**src/rtl/ready_seq.sv**
```systemverilog
`timescale 1ns/1ps
module ready_seq #(
  parameter int W = 16,
  parameter int CONV_PERIODS = 3,
  parameter int CAL_PERIODS = 9
) (
  input  logic         clk,
  input  logic         rst_n,
  input  logic         tick,
  input  logic         fsync,
  input  logic         mode_wr,
  input  logic [1:0]   mode_in,
  input  logic         coef_wr,
  input  logic         rd_done,
  input  logic [W-1:0] result_in,
  output logic         drdy_n,
  output logic [1:0]   mode,
  output logic         coef_ok,
  output logic [W-1:0] data_out,
  output logic         discard
);
  localparam int CW = $clog2(CAL_PERIODS + 1);
  localparam logic [CW-1:0] CAL_LAST  = CW'(CAL_PERIODS - 1);
  localparam logic [CW-1:0] CONV_LAST = CW'(CONV_PERIODS - 1);
  localparam logic [1:0] M_CAL = 2'b01;

  logic [CW-1:0] cnt;
  logic running, streaming, fsync_q, disc_pend;

  wire start = ~fsync & ((fsync_q & ~fsync) | mode_wr);
  wire [CW-1:0] last = (mode == M_CAL) ? CAL_LAST : CONV_LAST;
  wire done = running & tick & (cnt == last);
  wire load = done | (streaming & tick);
  assign coef_ok = coef_wr & (mode == 2'b00);

  always_ff @(posedge clk) begin
    if (!rst_n) begin
      cnt <= '0; running <= 1'b0; streaming <= 1'b0; fsync_q <= 1'b0;
      disc_pend <= 1'b0; drdy_n <= 1'b1; mode <= 2'b00;
      data_out <= '0; discard <= 1'b0;
    end else begin
      fsync_q <= fsync;
      if (fsync) begin
        running <= 1'b0; streaming <= 1'b0; cnt <= '0; drdy_n <= 1'b1;
      end else if (start) begin
        running <= 1'b1; streaming <= 1'b0; cnt <= '0; drdy_n <= 1'b1;
      end else if (load) begin
        running <= 1'b0; streaming <= 1'b1; cnt <= '0; drdy_n <= 1'b0;
        data_out <= result_in;
        discard <= disc_pend;
        disc_pend <= 1'b0;
        if (done && mode == M_CAL) mode <= 2'b00;
      end else begin
        if (running && tick) cnt <= cnt + 1'b1;
        if (rd_done) drdy_n <= 1'b1;
      end
      if (mode_wr) mode <= mode_in;
      if (coef_ok) disc_pend <= 1'b1;
    end
  end

  a_r2_sync_holds_high: assert property (@(posedge clk) disable iff (!rst_n)
    fsync |=> drdy_n);
  a_r4_read_raises: assert property (@(posedge clk) disable iff (!rst_n)
    (rd_done && !tick) |=> drdy_n);
  a_r5_fall_on_tick: assert property (@(posedge clk) disable iff (!rst_n)
    $fell(drdy_n) |-> $past(tick));
  a_r5_data_only_when_ready: assert property (@(posedge clk) disable iff (!rst_n)
    !$stable(data_out) |-> !drdy_n);
  a_r6_mode_changes: assert property (@(posedge clk) disable iff (!rst_n)
    (mode != $past(mode)) |-> ($past(mode_wr) || $fell(drdy_n)));
  a_r8_discard_with_result: assert property (@(posedge clk) disable iff (!rst_n)
    $rose(discard) |-> !drdy_n);
endmodule

```
**config.mk**
```make
export PLATFORM = sky130hd
export DESIGN_NAME = ready_seq
export DESIGN_NICKNAME = d
export VERILOG_FILES = /design/src/rtl/ready_seq.sv
export SDC_FILE = /design/constraint.sdc
export NUM_CORES = 1
export LEC_CHECK = 0
export ABC_CLOCK_PERIOD_IN_PS = 1710
export BUFFER_PORTS_ARGS = -buffer_cell sky130_fd_sc_hd__buf_4
export CAP_MARGIN = 20
export CORE_MARGIN = 4
export CORE_UTILIZATION = 43
export DETAILED_ROUTE_END_ITERATION = 8
export PLACE_DENSITY = 0.74
export SETUP_SLACK_MARGIN = 0.5
export SLEW_MARGIN = 20
export SYNTH_ARGS = -nofsm -noshare
export SYNTH_HDL_FRONTEND = slang
export SYNTH_SLANG_ARGS = --single-unit
export TNS_END_PERCENT = 50
```
**constraint.sdc**
```tcl
create_clock -name clk -period 1.71 [get_ports clk]
set_input_delay 0.342 -clock clk [delete_from_list [all_inputs] [get_ports clk]]
set_output_delay 0.342 -clock clk [all_outputs]
set_load 0.005 [all_outputs]
```
Yosys cells after proc, flatten, opt, wreduce, memory -nomap -nowiden --
Index checks and enable logic that the tools add are counted.
Cells by class: multipliers 0, mux-type cells 13, shifts and indexed selects 0, reductions and logical operators 14, equal/unequal tests 6, bitwise operators 11, div/mod/pow operators 0, $lt $le $gt $ge 0, add/sub/neg operators 1
Operator list (count):
- $mux 2 | 5
- $reduce_bool 2->1 | 5
- $mux 1 | 7
- $and 1x1->1 | 6
- $reduce_and 3->1 | 2
- $add 4x1->4 const B | 1
- $eq 4x4->1 | 1
- $mux 4 | 1
- $ne 2x1->1 const B | 2
- $ne 2x2->1 const B | 2
- $reduce_and 4->1 | 1
- $reduce_or 4->1 | 1
- $not 1->1 | 3
- $reduce_or 3->1 | 1
- $eq 2x1->1 const B | 1
- $logic_and 1x1->1 | 2
- $logic_not 2->1 | 1
- $or 1x1->1 | 2
- $reduce_or 2->1 | 1
Storage, ports and cells: word-level logic and storage cells 54, bits of input ports 25, register bits after elaboration 28, ROM bits 0, memory bits (writable) 0, bits in latches 0, output and inout port bits 21, memories 0

Depth between registers and ports, before layout --
Gate-level depths: netlist of the first run.
depth in word-level cells 10, mapped depth 6, gate-level depth less buffers 4

Worst setup path after synthesis of the first run --
No wires, ideal clock.
kind reg2reg, from reg cnt[2], to reg data_out[10], clock period less this slack 1.622 ns, path buffers 2, slack 0.088 ns, required time 1.638 ns, data arrival time 1.551 ns, cell stages (with the launch flop) 7, path through dfxtp_1 -> nand4bb_4 -> or4_4 -> o21ai_2 -> buf_6 -> buf_12 -> mux2i_1
Between the ends: longest elaborated chain between the ends 4
RTL lines:
- from (decl) | line 27 | logic [CW-1:0] cnt;
- from (signal assigned) | line 54 | if (running && tick) cnt <= cnt + 1'b1;
- $eq 4x4->1 | line 32 | wire done = running & tick & (cnt == last);
- $and 1x1->1 | line 32
- $or 1x1->1 | line 33 | wire load = done | (streaming & tick);
- $reduce_and 3->1 (no line)
- to (signal assigned) | line 49 | data_out <= result_in;
- to (decl) | line 19 | output logic [W-1:0] data_out,
No other way between the ends. A chain may end at the register's enable or synchronous reset.

Worst setup path in the final report of the first run --
from reg cnt[2], to reg data_out[3]
The elaborated chain is that of the path after synthesis.

==> metrics, run 1 <==
Finish-stage setup viols 0; worst-margin pin slew 0.381 ns; TNS Setup 0 ns; Die Height 61.5 um; hold depth 3; GRT Residual Overflow 0; GPL Wtd Cong 0.888; Max transition margin 74.6%; diodes inserted 0; largest cells by area after synthesis dfxtp_1, mux2i_1, nand2_1; Worst-Skew Late Latency 0.32 ns; Placed Cells 203; Core Util, Final 60.6%; cts hold-fix bufs 0; WHS Endpoint mode[0]; PortBufs 45; unrepaired setup endpoints after global routing yes; Hold Violations, Final 0; FP Rows 19; Hold Startpoint mode_in[0]; vias after detailed routing 1,031; R2R Path End data_out[3]; Vias/cell 4.96; die area 3790 um^2; H-tree Lvls 1; Post-Route Hold Slack 0.237 ns; I/O Pins 46; Worst Setup End Kind flop; FILL cells 243; pin count of the biggest net entering global routing 44; Yosys top cell by area dfxtp_1; reg2reg start cnt[2]; fmax 0.606 GHz; syn_nets 156; final setup skew 0.00334 ns; CTS tree yes; synthesis-to-layout area growth 35.6%; Reg clk slew, reported paths 0.15 ns; first-pass GRT wire length 4120 um; syn avg cell area 9.48 um^2; Critical Path AT 1.92 ns; Max-Cap Viols 0; clock root buffer clkbuf_4; Sink Count 28; flops & latches, synth 28; Iter 0 DRT Violations 40; Final Max Tran Viols 0; period utilization 96.5%; Core ar. 2760 um^2; setup slack, reg-to-reg 0.06 ns; Clock Path Buffers 2; Cell Pwr Density 722 nW/um^2; DR WL/cell 12.2 um; Worst EP required 1.98 ns; synth warn 0; post-route insts no fill 208; Synth top area share 45.5%; reg2reg path depth 5; Final min period 1.65 ns; Cells after Synth 130; Total GRT Usage 14.0%; mapped cell area 1230 um^2; hpwl dp 1910 um; sequential cell area fraction in the yosys report 45.5%; Detail Route Antenna Nets 0; Peak VDD IR 0.795 mV; Lkg Pwr 0.692 nW; Detailed Route WL 2540 um; initial antenna violation count 0; die width 61.5 um; Initial Utilization 44.7%; crit start category flop; crit-path max FO 9; worst min path class primary input to flop; status finished clean; cts bufs inserted 3; post-synthesis cell type count 30; share of cells above drive strength 1 34.5%; number of global-route vias before repair 971; Remaining DRCs 0; Crit Path Class flop to flop; Post CTS Setup Buffer Count 0; net count reported at finish 204; first drt pass iteration count 4
## state kept, by name (all words and copies together) (netlist names)
signal	cells
fsync_q	1
cnt	4
drdy_n	1
discard	1
streaming	1
data_out	16
running	1
mode	2
disc_pend	1
## area by class of cell
class / instances / area (um^2) / area share, %
Multi-Input combinational cell: 95 / 612 / 36.6
Clock buffer: 3 / 22.5 / 1.35
Timing Repair Buffer: 50 / 405 / 24.3
Sequential cell: 28 / 563 / 33.7
Clock inverter: 1 / 30.0 / 1.80
Tap cell: 31 / 38.8 / 2.32
## per-layer routing
layer,routed length (um),GRT usage [%],vias to the layer above,part of all wire [%]
met5,0,0,-,0
met4,0,0.909,0,0
met3,225,5.45,0,8.8
met2,1190,23.5,33,47
met1,1130,18.0,466,44
li1,-,-,532,-
## synthesized netlist by cell type
cell,instances
nand4bb_4,1
nand3_1,5
mux2i_1,18
dfxtp_1,28
ha_1,1
or3_1,1
xor2_1,2
or2b_1,1
nor3_1,2
and2b_1,1
buf_12,1
a21oi_1,3
o211a_1,1
nand2_1,39
nand2b_1,1
nor3b_1,1
nor2b_1,1
or4_4,1
o2111ai_1,1
nor4bb_1,1
dlygate4sd3_1,3
o31ai_1,1
xnor2_1,1
nor2_1,6
o21ai_2,1
buf_2,1
o21ai_0,2
and2_1,1
o211ai_1,2
buf_6,2
## cells in the final DEF (no fill, tap or decap), types with 2 or more instances in the layout
master / instances
nand3_1: 5
nand2_1: 39
dfxtp_1: 26
buf_4: 48
nor3_1: 2
o211ai_1: 2
clkbuf_4: 3
dfxtp_2: 2
nor2_1: 6
o21ai_0: 2
xor2_1: 2
a21oi_1: 2
mux2i_1: 18
## cells by family (layout without fill, tap and decap cells)
logic type | Yosys count | in the layout | synth area share, %
buf+inv | 7 | 54 | 6.29
simple gates | 62 | 62 | 24.4
compound gates | 11 | 11 | 6.09
flops | 28 | 28 | 45.5
xor+xnor | 3 | 3 | 2.13
mux | 18 | 18 | 14.6
fa+ha+maj | 1 | 1 | 1.02
## worst max-delay path, cell delays in order, from the launching register on
cell,delay [ns]
dfxtp_2,0.36
nand4bb_4,0.21
or4_4,0.44
o21ai_4,0.21
clkbuf_16,0.20
mux2i_1,0.18
## repair_timing
item,4_1_cts,5_1_grt
gates resized for setup,0,4
endpoints found under the setup margin,29,30
gates cloned,0,1
## worst max path at each step
stage                start            to  slack, ns  cells after the start
finish              cnt[2]   data_out[3]       0.06                      5
global route        cnt[2]  data_out[14]     -0.003                      5
CTS                 cnt[2]   data_out[8]       0.08                      5
detailed placement    tick   data_out[8]       0.06                      6
global placement      tick   data_out[0]        0.1                      6
floorplan           cnt[2]  data_out[10]       0.09                      6
## report_power, final
part           switching [W]  internal, W
Combinational      0.0000459    0.0000612
Sequential        0.00000773     0.000661
Clock               0.000194     0.000237
## through the flow
step	power [W]	instance area [um^2]	worst slack, ns
5_1_grt	0.00124	1670	-0.00280
3_3_place_gp	0.000787	1580	0.0976
3_5_place_dp	0.000789	1580	0.0565
2_1_floorplan	0.000729	1230	0.0916
6_report	0.00121	1670	0.0595
4_1_cts	0.00122	1630	0.0779
Power figures use the tool's default switching activity.
==> run 2: changes to the inputs <==
SETUP_SLACK_MARGIN = 0.1   (was 0.5)
==> metrics, run 2 (synthesis results as in run 1) <==
status finished clean (unchanged); most frequent cells in the layout buf_4, nand2_1, dfxtp_1 (unchanged); GPL Wtd Cong 0.888 (unchanged); fmax 0.605 GHz (was 0.606 GHz); unrepaired setup endpoints after global routing yes (unchanged); hpwl dp 1910 um (unchanged); Max-Cap Viols 0 (unchanged); Reg clk slew, reported paths 0.15 ns (about the same); GRT Residual Overflow 0 (unchanged); die area 3790 um^2 (unchanged); crit-path max FO 9 (unchanged); Die Height 61.5 um (unchanged); Finish-stage setup viols 0 (unchanged); hold depth 3 (unchanged); FILL cells 243 (unchanged); Biggest register data_out (unchanged); reg2reg path depth 5 (unchanged); Comb pwr share 8.9% (about the same); first drt pass iteration count 4 (unchanged); clock power share 35.7% (about the same); Largest register FFs 16 (unchanged); Post-Route Hold Slack 0.238 ns (was 0.237 ns); Cell Pwr Density 722 nW/um^2 (about the same); Crit. Startpoint cnt[2] (unchanged); Core Util, Final 60.6% (unchanged); share of cells above drive strength 1 34.5% (unchanged); Detail Route Antenna Nets 0 (unchanged); post-route insts no fill 208 (unchanged); Initial Utilization 44.7% (unchanged); Iter 0 DRT Violations 41 (was 40); vias after detailed routing 1,030 (was 1,031); Vias/cell 4.95 (was 4.96); reg2reg start cnt[2] (unchanged); Sequential Area 563 um^2 (unchanged); die width 61.5 um (unchanged); Post CTS Setup Buffer Count 0 (unchanged); diodes inserted 0 (unchanged); Peak VDD IR 0.795 mV (about the same); Largest regs data_out: 16 flops, cnt: 4 flops, mode: 2 flops (unchanged); R2R Path End data_out[3] (unchanged); Detailed Route WL 2530 um (was 2540 um); H-tree Lvls 1 (unchanged); CTS tree yes (unchanged); Worst-Skew Late Latency 0.32 ns (about the same); crit start category flop (unchanged); cts bufs inserted 3 (unchanged); number of global-route vias before repair 971 (unchanged); Max transition margin 74.5% (was 74.6%); worst-margin pin slew 0.382 ns (was 0.381 ns); cts hold-fix bufs 0 (unchanged); Sink Count 28 (unchanged); Placed Cells 203 (unchanged); Tot Pwr 0.00121 W (about the same); Switch Pwr 0.000248 W (about the same); FP Rows 19 (unchanged); final setup skew 0.00377 ns (was 0.00334 ns); Lkg Pwr 0.692 nW (unchanged); Worst EP required 1.98 ns (about the same); Crit Path Class flop to flop (unchanged); Total GRT Usage 14.0% (unchanged); Core ar. 2760 um^2 (unchanged); Multi-input gate area 612 um^2 (unchanged); wire length on met2 1180 um (was 1190 um); I/O Pins 46 (unchanged); clock root buffer clkbuf_4 (unchanged); Hold Violations, Final 0 (unchanged); Final min period 1.65 ns (about the same); max layer used met3 (unchanged); setup slack, reg-to-reg 0.06 ns (about the same); period utilization 96.6% (was 96.5%); worst min path class primary input to flop (unchanged); synthesis-to-layout area growth 35.6% (unchanged); Clock Path Buffers 2 (unchanged); DR WL/cell 12.2 um (about the same); Hold Startpoint mode_in[0] (unchanged); first-pass GRT wire length 4120 um (unchanged); WHS Endpoint mode[0] (unchanged); met3 wire length 241 um (was 225 um); Seq pwr share 55.4% (about the same); pin count of the biggest net entering global routing 44 (unchanged); PortBufs 45 (unchanged); internal power 0.000959 W (about the same); initial antenna violation count 0 (unchanged); Remaining DRCs 0 (unchanged); most common cell after layout, fill and taps aside buf_4 (unchanged); net count reported at finish 204 (unchanged); Final Max Tran Viols 0 (unchanged); switching part of the total 20.5% (about the same); Metal-1 WL 1110 um (was 1130 um); Worst Setup End Kind flop (unchanged); Critical Path AT 1.92 ns (about the same)
run 2: cell counts in the layout (fill, tap and decap cells not counted):
No cell type changed its count.
run 2: worst max path at each step:
stage,cells past startpoint,slack (ns),to
after CTS,5,0.08,data_out[8]
after floorplan,6,0.09,data_out[10]
after global routing,5,-0.003,data_out[14]
after global placement,6,0.1,data_out[0]
after detailed placement,6,0.06,data_out[8]
final,5,0.06,data_out[3]
run 2: area by class of cell:
class	instances	share of cell area [%]
tap	31	2.32
clock buffer	3	1.35
clock inverter	1	1.80
sequential	28	33.7
multi-input combinational	95	36.6
timing repair buffer	50	24.3
run 2: worst max-delay path: stages (launching register included):
cell	delay, ns
dfxtp_2	0.36
nand4bb_4	0.21
or4_4	0.44
o21ai_4	0.21
clkbuf_16	0.20
mux2i_1	0.18
run 2: power by group through the flow:
stage                     Clock (W)  Combinational, W  Sequential [W]
after global routing       0.000456          0.000119        0.000670
final                      0.000431          0.000107        0.000669
after global placement            0          0.000104        0.000683
after CTS                  0.000445          0.000107        0.000669
after floorplan                   0         0.0000479        0.000681
after detailed placement          0          0.000106        0.000683
run 2: what timing repair did:
item,CTS,global route
endpoints found under the setup margin,17,23
resized for setup,0,4
gates cloned,0,1
run 2: routing by layer:
layer  up-vias  track usage [%]
li1        534                -
met1       463             18.0
met2        33             23.5
met3         0             5.45
met4         0            0.909
met5         -                0
run 2: metrics by stage:
stage	setup slack [ns]	instance area (um^2)	setup TNS (ns)
after floorplan	0.0916	1230	0
after global placement	0.0976	1580	0
after detailed placement	0.0565	1580	0
after CTS	0.0779	1630	0
after global routing	-0.00280	1670	-0.00280
final	0.0579	1670	0
